`src/rtl/phy_uart_regbank_pkg.sv`:
```
package phy_uart_regbank_pkg;

    localparam int DW = 8;

    typedef enum logic [1:0] {
        OP_NONE  = 2'd0,
        OP_LOAD  = 2'd1,
        OP_SET   = 2'd2,
        OP_CLEAR = 2'd3
    } alias_op_e;

    typedef struct packed {
        logic      hit;
        alias_op_e op;
    } alias_dec_t;

    typedef struct packed {
        logic [DW-1:0] rdata;
    } top_state_t;

endpackage

```
`src/rtl/alias_decode.sv`:
```
module alias_decode
    import phy_uart_regbank_pkg::*;
#(
    parameter int          AW   = 8,
    parameter logic [AW-1:0] BASE = '0
) (
    input  logic [AW-1:0] addr,
    input  logic          we,
    output alias_dec_t    dec
);
    localparam logic [AW-1:0] SPAN = AW'(3);

    logic [AW-1:0] offset;

    always_comb begin
        offset  = addr - BASE;
        dec.hit = (addr >= BASE) && (offset < SPAN);
        dec.op  = OP_NONE;
        if (dec.hit && we) begin
            unique case (offset[1:0])
                2'd0:    dec.op = OP_LOAD;
                2'd1:    dec.op = OP_SET;
                default: dec.op = OP_CLEAR;
            endcase
        end
    end
endmodule

```
`src/rtl/alias_reg.sv`:
```
module alias_reg
    import phy_uart_regbank_pkg::*;
#(
    parameter int           W        = 8,
    parameter logic [W-1:0] KEEP     = '1,
    parameter logic [W-1:0] RST_VAL  = '0,
    parameter logic [W-1:0] AUTO_CLR = '0
) (
    input  logic         clk,
    input  logic         rst_n,
    input  logic         en,
    input  alias_op_e    op,
    input  logic [W-1:0] wdata,
    input  logic         auto_clr,
    output logic [W-1:0] q
);
    logic [W-1:0] val_d;
    logic [W-1:0] val_q;

    always_comb begin
        val_d = val_q;
        if (en) begin
            unique case (op)
                OP_LOAD:  val_d = wdata;
                OP_SET:   val_d = val_q | wdata;
                OP_CLEAR: val_d = val_q & ~wdata;
                default:  val_d = val_q;
            endcase
        end
        if (auto_clr) begin
            val_d = val_d & ~AUTO_CLR;
        end
        val_d = val_d & KEEP;
    end

    always_ff @(posedge clk or negedge rst_n) begin
        if (!rst_n) val_q <= RST_VAL & KEEP;
        else        val_q <= val_d;
    end

    assign q = val_q;
endmodule

```
`src/rtl/uart_route.sv`:
```
module uart_route #(
    parameter int TX_BIT = 2,
    parameter int RX_BIT = 3,
    parameter int W      = 8
) (
    input  logic [W-1:0] ctrl,
    input  logic         carkit_mode,
    input  logic         data0_in,
    input  logic         dp_in,
    input  logic         dm_norm,
    input  logic         data1_norm,
    output logic         dm_out,
    output logic         data1_out,
    output logic         uart_active
);
    logic tx_on;
    logic rx_on;

    always_comb begin
        tx_on       = carkit_mode & ctrl[TX_BIT];
        rx_on       = carkit_mode & ctrl[RX_BIT];
        uart_active = tx_on | rx_on;
        dm_out      = tx_on ? data0_in : dm_norm;
        data1_out   = rx_on ? dp_in    : data1_norm;
    end
endmodule

```
`src/rtl/phy_uart_regbank.sv`:
```
module phy_uart_regbank
    import phy_uart_regbank_pkg::*;
#(
    parameter int           AW      = 8,
    parameter logic [AW-1:0] SCR_BASE = 8'h16,
    parameter logic [AW-1:0] CK_BASE  = 8'h19,
    parameter int           TX_BIT  = 2,
    parameter int           RX_BIT  = 3
) (
    input  logic          clk,
    input  logic          rst_n,
    input  logic [AW-1:0] reg_addr,
    input  logic          reg_we,
    input  logic [DW-1:0] reg_wdata,
    output logic [DW-1:0] reg_rdata,
    input  logic          carkit_mode,
    input  logic          stop,
    input  logic          data0_in,
    input  logic          dp_in,
    input  logic          dm_norm,
    input  logic          data1_norm,
    output logic          dm_out,
    output logic          data1_out
);
    localparam logic [DW-1:0] ROUTE_MASK = (DW'(1) << TX_BIT) | (DW'(1) << RX_BIT);

    alias_dec_t    scr_dec;
    alias_dec_t    ck_dec;
    logic [DW-1:0] scr_q;
    logic [DW-1:0] ck_q;
    logic          uart_active;
    logic          bus_en;
    logic          end_uart;
    top_state_t    st_d;
    top_state_t    st_q;

    assign bus_en   = reg_we & ~uart_active;
    assign end_uart = uart_active & stop;

    alias_decode #(.AW(AW), .BASE(SCR_BASE)) u_scr_dec (
        .addr(reg_addr), .we(reg_we), .dec(scr_dec)
    );

    alias_decode #(.AW(AW), .BASE(CK_BASE)) u_ck_dec (
        .addr(reg_addr), .we(reg_we), .dec(ck_dec)
    );

    alias_reg #(.W(DW), .KEEP('1), .RST_VAL('0), .AUTO_CLR('0)) u_scr (
        .clk(clk), .rst_n(rst_n), .en(bus_en), .op(scr_dec.op),
        .wdata(reg_wdata), .auto_clr(1'b0), .q(scr_q)
    );

    alias_reg #(.W(DW), .KEEP(ROUTE_MASK), .RST_VAL('0), .AUTO_CLR(ROUTE_MASK)) u_ck (
        .clk(clk), .rst_n(rst_n), .en(bus_en), .op(ck_dec.op),
        .wdata(reg_wdata), .auto_clr(end_uart), .q(ck_q)
    );

    uart_route #(.TX_BIT(TX_BIT), .RX_BIT(RX_BIT), .W(DW)) u_route (
        .ctrl(ck_q), .carkit_mode(carkit_mode), .data0_in(data0_in),
        .dp_in(dp_in), .dm_norm(dm_norm), .data1_norm(data1_norm),
        .dm_out(dm_out), .data1_out(data1_out), .uart_active(uart_active)
    );

    always_comb begin
        st_d = st_q;
        if (!uart_active) begin
            if (scr_dec.hit)     st_d.rdata = scr_q;
            else if (ck_dec.hit) st_d.rdata = ck_q;
            else                 st_d.rdata = '0;
        end
    end

    always_ff @(posedge clk or negedge rst_n) begin
        if (!rst_n) st_q <= '0;
        else        st_q <= st_d;
    end

    assign reg_rdata = st_q.rdata;
endmodule

```
`config.mk`:
```
export PLATFORM = sky130hd
export DESIGN_NAME = phy_uart_regbank
export DESIGN_NICKNAME = d
export VERILOG_FILES = /design/src/rtl/phy_uart_regbank_pkg.sv /design/src/rtl/alias_decode.sv /design/src/rtl/alias_reg.sv /design/src/rtl/uart_route.sv /design/src/rtl/phy_uart_regbank.sv
export SDC_FILE = /design/constraint.sdc
export NUM_CORES = 1
export LEC_CHECK = 0
export BUFFER_PORTS_ARGS = -buffer_cell sky130_fd_sc_hd__buf_4
export CAP_MARGIN = 40
export CORE_MARGIN = 3
export CORE_UTILIZATION = 54
export CTS_CLUSTER_DIAMETER = 30
export DETAILED_ROUTE_END_ITERATION = 7
export PLACE_DENSITY_LB_ADDON = 0.2
export SKIP_LAST_GASP = 1
export SYNTH_ARGS = -nofsm -noshare
export SYNTH_HDL_FRONTEND = slang
export SYNTH_SLANG_ARGS = --single-unit
export TNS_END_PERCENT = 5
```
`constraint.sdc`:
```
create_clock -name clk -period 2.6 [get_ports clk]
set_clock_uncertainty 0.15 [all_clocks]
set_input_delay 0.26 -clock clk [delete_from_list [all_inputs] [get_ports clk]]
set_output_delay 0.26 -clock clk [all_outputs]
set_load 0.005 [all_outputs]
```
======== Word level (Yosys, flattened, before mapping) ========
Index checks and enable logic that the tools add are counted.
storage, ports and cells
  flip-flop bits (word level) ............. 18
  bits of input ports ..................... 25
  output and inout bits ................... 10
  logic and storage cells ................. 51
cells by class
  add/subtract/negate cells ............... 2
  order comparisons ....................... 4
  eq/ne operators ......................... 8
  multiplexer cells ....................... 12
  bitwise gates (word level) .............. 11
  reduce and logical (&&, ||, !) cells .... 11
operators with widths
  kind                                                               number
  one-hot mux 8 bit (3 select lines)                                 1
  greater-or-equal comparator 8 x 5 -> 1 bit, second input constant  2
  less-than comparator 8 x 2 -> 1 bit, second input constant         2
  subtractor 8 x 5 -> 8 bit, second input constant                   2
  2-to-1 mux 4 bit                                                   3
  one-hot mux 4 bit (3 select lines)                                 1
  bitwise AND 8 bit                                                  1
  == test 2 x 1 -> 1 bit, second input constant                      4
  == test 2 bit, second input constant                               4
  2-to-1 mux 8 bit                                                   1
  NOT 8 bit                                                          1
  OR 8 bit                                                           1
  one-hot mux 2 bit (2 select lines)                                 2
  bitwise AND 1 bit                                                  4
  bitwise AND 4 bit                                                  1
  logical AND 1 bit                                                  4
  zero test 2 bit                                                    2
  2-to-1 mux 2 bit                                                   2
  OR 4 bit                                                           1
  AND reduction 2 bit                                                2
  nonzero test 4 bit                                                 1
  nonzero test 3 bit                                                 1
  2-to-1 mux 1 bit                                                   2
  nonzero test 2 bit                                                 1
  other kinds (2)                                                    2

======== Logic depth before layout (Yosys ltp) ========
  depth after elaboration ................. 9
  depth in mapped cells ................... 8
  gate-level depth less buffers ........... 6

======== By module ========
A second synthesis with hierarchy kept.
second synthesis, totals
  cell total of the unflattened synthesis .. 156
  area total of the unflattened synthesis .. 1,403.8 um^2
modules (own cells, without submodules)
  module                    instances  cells an instance  area each (um^2)  sequential area each (um^2)
  phy_uart_regbank          1          46                 494.2             200.2
  alias_reg (u_scr)         1          55                 460.4             200.2
  alias_reg (u_ck)          1          26                 256.5             50.0
  alias_decode (u_scr_dec)  1          17                 105.1             0.0
  uart_route                1          5                  45.0              0.0
  alias_decode (u_ck_dec)   1          7                  42.5              0.0

======== Worst setup path before layout ========
OpenSTA, ideal clock, no wires.
  kind .................................... in2reg
  start ................................... in reg_addr[1]
  end ..................................... reg u_scr.val_q[1], in the netlist u_scr.q[1]
  library setup time ...................... 0.140 ns
  arrival ................................. 2.142 ns
  data required time ...................... 2.310 ns
  slack ................................... 0.168 ns
  stages .................................. 8
  path buffers ............................ 3
  cells stage by stage .................... buf_4 > clkbuf_1 > inv_1 > ha_1 > or4_4 > buf_6 > o41ai_2 > o211ai_1
between the ends
  word-level cells in the longest chain between the ends .. 8
  elaborated cells between the ends (all ways) .. 15
  classes of those cells .................. add/sub: 1; order compare: 2; eq/ne: 4; mux: 3; reduce/logical: 5
ends and longest elaborated chain
  element                                                  RTL line                text
  from (decl)                                              phy_uart_regbank.sv:12  input logic [AW-1:0] reg_addr,
  subtractor 8 x 5 -> 8 bit                                alias_decode.sv:16      offset = addr - BASE;
  less-than comparator 8 x 2 -> 1 bit                      alias_decode.sv:17      dec.hit = (addr >= BASE) && (offset < SPAN);
  logical AND 1 bit                                        alias_decode.sv:17
  logical AND 1 bit                                        alias_decode.sv:19      if (dec.hit && we) begin
  2-to-1 mux 2 bit (*)                                     alias_decode.sv:19
  == test 2 x 1 -> 1 bit or == test 2 bit (tied branches)  alias_reg.sv:23         unique case (op)
  nonzero test 3 bit (no line)                             -
  AND reduction 2 bit (no line)                            -
  to (signal assigned)                                     alias_reg.sv:37         if (!rst_n) val_q <= RST_VAL & KEEP;
  to (signal assigned)                                     alias_reg.sv:38         else val_q <= val_d;
  to (decl)                                                alias_reg.sv:18         logic [W-1:0] val_q;
Mark *: on every way between the ends. The rest lies on a longest branch, timed or not.
A chain may end at the register's enable or synchronous reset.

======== Worst setup path in the final report ========
  start ................................... in reg_addr[1]
  end ..................................... reg u_scr.val_q[3], in the netlist u_scr.q[3]
The elaborated chain is that of the path after synthesis.

==> impl_metrics.toml <==
[die]
io_pins = 35
fp.dieW_um = 52.5
dieArea_sq_mm = 0.00276
initial_utilization_pct = 58.4
core_area_sq_mm = 0.00200
die_y_um = 52.5
fp-row-count = 16

[timing]
fin_ws_ns = 0.520
setup_viol = 0
max_slew_margin_pct = 60.0
setup-tns-final_ns = 0
tightestPinTransition_ns = 0.594
fmax_mhz = 481
finalHoldViolCount = 0
drv_slew = 0
rsz0062_at_grt = "false"
fin_crit_sh_pct = 80.0
min_period_ns = 2.08

[cts]
cts_setup_buffers = 0
cts_buffer_depth = 2
cts_tree = "done"
htreeDepth = 1
cts-resized-gates = 0
clock_tree.root_cell = "clkbuf_4"
cts_buffers = 3
clk_latency_ns = 0.29
cts_sinks = 18
cts_hold_buf = 1
clkTransAtPathRegs_ns = 0.11

[drt]
drtIter0Drc = 34
wire_per_inst_um = 15.7
drtAntennaViolNets = 0
drt_first_pass_iters = 4
viasPerCell = 6.28
num_vias = 1105
drc_errors = 0
wl_mm = 2.77

[power_and_ir_drop]
peakVddDrop_v = 0.000289
p_leak_nw = 0.643
power_density_mw_per_mm2 = 417
finalPower_mw = 0.610

[global_route]
grt.met3_usage_pct = 3.70
top_usage_layer = "met2"
grt_start_max_net_pins = 20
grt_use_total_pct = 22.5
overflow = 0
grt_first_pass_wirelength_mm = 4.64
grt_pass1_vias = 1062
antenna_found_initial = 0
met2_usage_pct = 37.6
use_met1_pct = 29.2

[place]
gp_congestion = 0.808
port_buffers = 34
placed_cells = 171
dp_slack_ns = 0.250
dp_hpwl_mm = 2.16
postPlaceCellArea_sq_mm = 0.00142

[yosys]
synth_flop_cell = "dfrtp_1"
yosys_warnings = 0
syn_avg_cell_area_sq_um = 10.1
synth_seq_area_share_pct = 38.5
ys_ff_latch = 18
syn_area_sq_mm = 0.00117
async_flop_share_pct = 100
ys_types = 41
syn_nets = 144
synth-edff-count = 0
synth_cells = 116

[cells_and_area]
multi_input_comb_area_sq_um = 662
n_antenna_cell = 0
nFillCells = 153
regArea_sq_um = 450
layout_commonest_cell = "buf_4"
final_cell_mix = "buf_4, dfrtp_1, nand2_1"
drive_gt1_share_pct = 31.5
final_nets = 178
finish.instance_area_sq_mm = 0.00146
stdcell_count = 176
area_delta_synth_final_pct = 25.0

[critical_path]
criticalPathCategory = "input pin to flip-flop"
endpoint_kind = "flip-flop"
setup.worst_path.start_class = "input pin"
cp.required_ns = 2.64
arrival_ns = 2.12
crit_path_max_fanout = 19

[worst_hold_path]
holdCritPathClass = "input pin to flip-flop"

[run]
max-cap-violations = 0

[run_status]
status = "complete, no violations"
cell families after synthesis:
group / Yosys count / synth area share [%]
compound gates: 40 / 28.1
fa+ha+maj: 3 / 3.21
buf+inv: 10 / 4.92
flops: 18 / 38.5
mux: 6 / 5.35
simple gates: 39 / 19.9
metrics by stage:
stage	hold slack (ns)	utilization [%]
final	0.103	73.1
after floorplan	-0.186	-
after global routing	0.104	73.1
after global placement	-0.00545	70.8
after CTS	0.0942	73.1
after detailed placement	-0.00816	70.8
worst paths after layout:
kind                       slack (ns)                startpoint                  endpoint  cells past startpoint
setup / recovery                 0.52               reg_addr[1]    u_scr.q[3]$_DFFE_PN0P_                      6
hold / removal                   0.10              reg_wdata[5]    u_scr.q[5]$_DFFE_PN0P_                      3
hold reg to reg                  0.36  reg_rdata[4]$_DFFE_PN0P_  reg_rdata[4]$_DFFE_PN0P_                      1
max in group asynchronous        1.90                     rst_n  reg_rdata[2]$_DFFE_PN0P_                      2
setup reg to reg                 0.75     u_ck.q[2]$_DFFE_PN0P_    u_scr.q[3]$_DFFE_PN0P_                      4
min in group asynchronous        0.21                     rst_n  reg_rdata[5]$_DFFE_PN0P_                      2
registers in the layout (all words and copies together) (netlist names):
register / flops
reg_rdata: 8
u_scr.q: 8
u_ck.q: 2
synthesized netlist by cell type, drive strengths merged, types with 2 or more instances:
| cell | instances | share of area (%) |
|---|---|---|
| o31ai | 6 | 3.8 |
| o2bb2ai | 2 | 1.5 |
| a21oi | 2 | 0.86 |
| o211ai | 7 | 4.5 |
| nand3b | 7 | 4.5 |
| mux2i | 4 | 3.4 |
| a22o | 6 | 4.5 |
| ha | 3 | 3.2 |
| o2111ai | 2 | 1.5 |
| nand2 | 10 | 3.2 |
| buf | 5 | 3.3 |
| a31oi | 3 | 1.6 |
| nor2 | 6 | 1.9 |
| nand2b | 2 | 1.1 |
| nor3 | 3 | 2.2 |
| and2 | 2 | 1.1 |
| inv | 4 | 1.3 |
| mux2 | 2 | 1.9 |
| nand3 | 3 | 1.3 |
| o21a | 3 | 1.9 |
| dfrtp | 18 | 39 |
where the power goes:
group          internal (mW)  total, mW  switching, mW  leakage [nW]
Clock                 0.0851      0.170         0.0846        0.0210
Sequential             0.291      0.301        0.00986         0.214
Combinational         0.0678      0.140         0.0718         0.408
per-layer routing:
layer | up-vias | routed length [um]
li1 | 518 | -
met1 | 535 | 1120
met2 | 48 | 1410
met3 | 4 | 213
met4 | 0 | 21
met5 | - | 0
final cells by class:
cell class                      count  share of cell area, %
Timing Repair Buffer               35                   18.1
Inverter                            4                   1.03
Multi-Input combinational cell     88                   45.3
Sequential cell                    18                   30.8
Clock buffer                        4                   2.48
Tap cell                           27                   2.31
critical path, cell delays in order:
cell	delay (ns)
buf_4	0.22
inv_1	0.10
ha_1	0.31
nor4_1	0.56
nand3_1	0.39
o21a_1	0.28
Note: power is estimated with default switching activity, not from simulation.
